File: config.mk
export PLATFORM = sky130hd
export DESIGN_NAME = serial_tx_queue
export DESIGN_NICKNAME = d
export VERILOG_FILES = /design/src/rtl/serial_tx_queue.sv
export SDC_FILE = /design/constraint.sdc
export NUM_CORES = 1
export LEC_CHECK = 0
export ABC_AREA = 0
export BUFFER_PORTS_ARGS = -buffer_cell sky130_fd_sc_hd__buf_4
export CELL_PAD_IN_SITES_DETAIL_PLACEMENT = 2
export CELL_PAD_IN_SITES_GLOBAL_PLACEMENT = 2
export CORE_MARGIN = 4
export CORE_UTILIZATION = 50
export CTS_CLUSTER_DIAMETER = 60
export DETAILED_ROUTE_END_ITERATION = 8
export PLACE_DENSITY_LB_ADDON = 0.1
export SLEW_MARGIN = 5
export SYNTH_ARGS = -nofsm -noshare
export SYNTH_HDL_FRONTEND = slang
export SYNTH_SLANG_ARGS = --single-unit
File: constraint.sdc
create_clock -name clk -period 3.9 [get_ports clk]
set_input_delay 0.585 -clock clk [delete_from_list [all_inputs] [get_ports clk]]
set_output_delay 0.585 -clock clk [all_outputs]
set_load 0.05 [all_outputs]
File: src/rtl/serial_tx_queue.sv
module serial_tx_queue #(
  parameter int DEPTH = 128,
  parameter int OVS   = 16
) (
  input  logic                       clk,
  input  logic                       rst_n,
  input  logic                       tick16,
  input  logic                       wr_en,
  input  logic [7:0]                 wr_data,
  input  logic                       cfg_len8,
  input  logic                       cfg_par_en,
  input  logic                       cfg_par_odd,
  input  logic                       cfg_stop2,
  input  logic                       cts_n,
  output logic                       txd,
  output logic [$clog2(DEPTH):0]     fill_count,
  output logic                       full,
  output logic                       overflow
);
  localparam int AW = $clog2(DEPTH);
  localparam int CW = AW + 1;
  localparam int PW = $clog2(OVS);

  logic [7:0]    mem [DEPTH];
  logic [AW-1:0] wptr, rptr;
  logic [CW-1:0] cnt;
  logic          active;
  logic [PW-1:0] phase;
  logic [3:0]    bitn, nbits;
  logic [11:0]   sh;
  logic          txq;
  logic [11:0]   frm;
  logic [7:0]    cur, dat;
  logic [3:0]    nb_next;

  assign full       = (cnt == CW'(DEPTH));
  assign fill_count = cnt;
  assign txd        = txq;

  wire empty  = (cnt == '0);
  wire push   = wr_en && !full;
  wire last   = active && tick16 && (phase == PW'(OVS-1)) && (bitn == nbits - 4'd1);
  wire launch = tick16 && !cts_n && !empty && (!active || last);

  assign cur     = mem[rptr];
  assign dat     = cfg_len8 ? cur : {1'b0, cur[6:0]};
  assign nb_next = 4'd9 + {3'b0, cfg_len8} + {3'b0, cfg_par_en} + {3'b0, cfg_stop2};

  always_comb begin
    frm    = '1;
    frm[0] = 1'b0;
    for (int i = 0; i < 8; i++)
      if (i < 7 || cfg_len8) frm[i+1] = cur[i];
    if (cfg_par_en) frm[cfg_len8 ? 9 : 8] = ^dat ^ cfg_par_odd;
  end

  always_ff @(posedge clk)
    if (push) mem[wptr] <= wr_data;

  always_ff @(posedge clk or negedge rst_n)
    if (!rst_n) begin
      wptr     <= '0;
      rptr     <= '0;
      cnt      <= '0;
      overflow <= 1'b0;
    end else begin
      if (push)   wptr <= (wptr == AW'(DEPTH-1)) ? '0 : wptr + 1'b1;
      if (launch) rptr <= (rptr == AW'(DEPTH-1)) ? '0 : rptr + 1'b1;
      cnt <= cnt + CW'(push) - CW'(launch);
      if (wr_en && full) overflow <= 1'b1;
    end

  always_ff @(posedge clk or negedge rst_n)
    if (!rst_n) begin
      active <= 1'b0;
      phase  <= '0;
      bitn   <= '0;
      nbits  <= '0;
      sh     <= '1;
      txq    <= 1'b1;
    end else if (launch) begin
      active <= 1'b1;
      phase  <= '0;
      bitn   <= '0;
      nbits  <= nb_next;
      sh     <= frm;
      txq    <= frm[0];
    end else if (active && tick16) begin
      if (phase == PW'(OVS-1)) begin
        phase <= '0;
        if (last) begin
          active <= 1'b0;
          txq    <= 1'b1;
        end else begin
          bitn <= bitn + 4'd1;
          sh   <= {1'b1, sh[11:1]};
          txq  <= sh[1];
        end
      end else begin
        phase <= phase + 1'b1;
      end
    end
endmodule

==> out/results.txt <==
TritonCTS Buffers -> 114
sequential area share after synthesis -> 75.19%
failing checks -> negative setup slack
Worst setup EP type -> flop
largest net degree at the start of global routing -> 129
Hold WS -> 0.1292 ns
Hold Path End -> overflow
first drt pass iteration count -> 6
Worst Path Buf+Inv -> 4
final instance area -> 0.05102 sq mm
Hold Path Stages -> 2
Vias -> 26180
Final Cycle Share -> 104.4%
min cycle time layout -> 4.070 ns
Clock Sinks -> 1070
global-route wire length before repair -> 229100 um
Worst Tran Pin Value -> 1.434 ns
RSZ-0062 raised after global routing -> yes
FF-to-FF setup slack -> -0.17 ns
worst slack at placement -> -0.1137 ns
post-synthesis cell type count -> 67
compound-cell area share of the yosys netlist -> 3.084%
dominant synthesized flop cell -> edfxtp_1
syn nets -> 2180
core area -> 0.08395 sq mm
Crit Reg-Reg Endpoint -> sh[9]
share of the synthesized area in the top cell type -> 72.45%
EDFF count, synth -> 1024
fmax -> 245.7 MHz
Starting Density -> 50.55%
Data required, critical path -> 4.51 ns
Mapped Area -> 0.04244 sq mm
CP most frequent cell -> buf_4
Crit path arrival time -> 4.69 ns
Hold Vio Cnt, Final -> 0
worst-skew pair later-pin latency -> 0.71 ns
I/O pin cnt -> 28
drt initial violations -> 4048
worst-path cell chain -> inv_1 > buf_12 > nor2_1 > buf_4 > nand2_1 > o2111ai_1 > o311ai_2 > buf_4 > xor2_2 > xnor3_1 > or2_1 > mux2i_2 > a31oi_1
Die W -> 299.4 um
initial antenna violation count -> 6
Final Setup Violations -> 2
R2R cell count -> 13
peak supply drop -> 0.6460 mV
Synth Area in Simple Gates -> 3.691%
layout cell share with drive strength beyond 1 -> 33.69%
Crit Path Max Fanout -> 19
Mapped Avg Cell Area -> 19.81 sq um
clk buf depth -> 3
synth top area cells -> edfxtp_1 72%, mux4_2 13%, dfrtp_1 2.1%
CP startpoint kind -> flop
num rows -> 106
post-synthesis mux area share -> 14.95%
Crit-path slowest cell -> dfrtp_4
Syn-to-layout area delta -> 20.20%
GPL Wtd Cong -> 0.8613
most frequent cells in the layout -> 1024 x edfxtp_1, 321 x buf_4, 237 x mux4_2, 167 x nor2_1, 121 x clkbuf_16
Post-synth ARST share -> 4.299%
Final #Nets -> 2561
Max Cap Viol -> 0
launching point of the worst reg2reg path -> rptr[3]
Tot GR Track Use -> 36.77%
Clock Skew -> 0.03439 ns
DR DRC count -> 0
Root Driver -> clkbuf_16
cell area power density -> 697.9 mW/mm^2
Final HPWL DP -> 93470 um
routed wire length -> 169200 um
full die area -> 0.08961 sq mm
CP Class -> flop to flop
clock transition at the registers of the reported paths -> 0.07 ns
Post-Synthesis Cells -> 2142
number of routed nets with antenna violations -> 0
routed len/inst -> 45.02 um
total gr overflow -> 0
CP top delay family -> buffers and inverters
hold crit path type -> primary input to flop
Adder-Cell Fraction of Synth Area -> 0.6368%
xor/xnor share of the synthesized area -> 0.7046%
Hold Startpoint -> wr_en
vias in the first global route -> 27190
Max Slew Vio Count -> 0
via/cell ratio -> 6.965
largest area contributor in the netlist -> edfxtp_1
status -> finished, violations left
Max stage delay on crit path -> 0.69 ns
Final Worst Setup Slack -> -0.1703 ns
flops & latches, synth -> 1070
Ys Warns -> 0
Max-slew headroom -> 4.384%
input/output buffers -> 27
number of H-tree levels -> 3
largest family of logic cells by synthesized area -> multiplexers
Placed Instance Area -> 0.04582 sq mm
CTS tree -> built
Die Y -> 299.4 um
leakage power -> 16.95 nW
most common cell after layout, fill and taps aside -> edfxtp_1
what timing repair did:
action / 4_1_cts / 5_1_grt
cloned: 6 / 5
buffers inserted: 28 / 28
hold buffers: 1 / 0
pin swaps: 12 / 23
gates resized for setup: 38 / 72
setup endpoints to repair: 2 / 4
endpoints found under the hold margin: 36 / 0
synth_stat cells, drive strengths merged (3+ instances only):
| master | number |
|---|---|
| a31oi | 13 |
| nand4 | 10 |
| or3 | 3 |
| xor2 | 13 |
| and2 | 9 |
| dfrtp | 36 |
| o22ai | 3 |
| o211ai | 5 |
| o311ai | 3 |
| a41oi | 4 |
| edfxtp | 1024 |
| dfstp | 10 |
| nand3 | 33 |
| buf | 77 |
| a21o | 3 |
| o21ai | 20 |
| o31ai | 5 |
| a22oi | 53 |
| nor2 | 170 |
| a22o | 7 |
| a21oi | 34 |
| mux2 | 12 |
| mux4 | 237 |
| a221oi | 8 |
| clkbuf | 34 |
| ha | 20 |
| inv | 27 |
| a211oi | 5 |
| nor3 | 10 |
| mux2i | 87 |
| xnor2 | 16 |
| o2111ai | 6 |
| nand2 | 84 |
| nand2b | 5 |
| nor2b | 24 |
how the worst max path moves through the flow:
stage | start | slack, ns | cells past startpoint | endpoint
floorplan | tick16 | 0.25 | 19 | fill_count[7]
global placement | rptr[0] | 0.15 | 12 | sh[9]
detailed placement | rptr[0] | -0.11 | 12 | sh[9]
CTS | rptr[2] | 0.004 | 14 | sh[9]
global route | rptr[0] | -0.13 | 14 | sh[9]
finish | rptr[3] | -0.17 | 13 | sh[9]
flip-flops by register name, summed over array words and instances (netlist names):
name / count
overflow: 1
txd: 1
mem: 1024
rptr: 7
nbits: 4
active: 1
wptr: 7
fill_count: 8
sh: 9
bitn: 4
phase: 4
worst register-to-register path, cell delays in order (launching register included):
cell	delay, ns
dfrtp_4	0.69
inv_1	0.38
buf_12	0.29
nor2_1	0.38
buf_4	0.25
nand2_1	0.15
o2111ai_1	0.22
o311ai_2	0.17
buf_4	0.18
xor2_2	0.17
xnor3_1	0.41
or2_1	0.28
mux2i_2	0.25
a31oi_1	0.14
power breakdown:
group / total [mW] / leakage (nW) / internal [mW] / switching [mW]
clock: 11.8 / 1.90 / 6.64 / 5.19
combinational: 10.4 / 5.30 / 4.53 / 5.84
sequential: 13.4 / 9.74 / 13.0 / 0.376
total: 35.6 / 16.9 / 24.2 / 11.4
cell families (layout without fill, tap and decap cells):
kind of cell / after synthesis / in the layout
DFF: 1070 / 1070
and+or+nand+nor: 359 / 359
muxes: 336 / 336
AOI/OAI and AO/OA: 186 / 186
buffers and inverters: 139 / 618
xor gates and xnor gates: 31 / 31
adders and majority gates: 21 / 21
other: 0 / 4
layout make-up:
cell class              count  area [sq um]
clock inverters            75         859.6
well taps                1134          1419
fillers                  6678         32940
flip-flops and latches   1070         31930
inverters                  28         105.1
clock buffers             139          3009
multi-input cells         933         10150
repair buffers            376          3536
diodes                      4         10.01
routing by layer:
metal / up-vias / share of wire [%] / track usage, %
met2: 2084 / 48 / 59.71
met3: 610 / 9.4 / 8.329
met5: - / 0.040 / 0
met1: 13970 / 36 / 47.16
met4: 8 / 6.5 / 18.24
li1: 9513 / - / -
through the flow:
| step | util (%) | std cells | TNS [ns] | power (mW) |
|---|---|---|---|---|
| after floorplan | - | 2142 | 0 | 18.33 |
| after global placement | 54.58 | 3475 | 0 | 21.33 |
| after detailed placement | 54.58 | 3475 | -0.1949 | 21.80 |
| after CTS | 59.99 | 3723 | 0 | 34.41 |
| after global routing | 60.76 | 3755 | -0.2470 | 36.30 |
| final | 60.77 | 3759 | -0.3187 | 35.60 |
(Power assumes the default switching activity.)
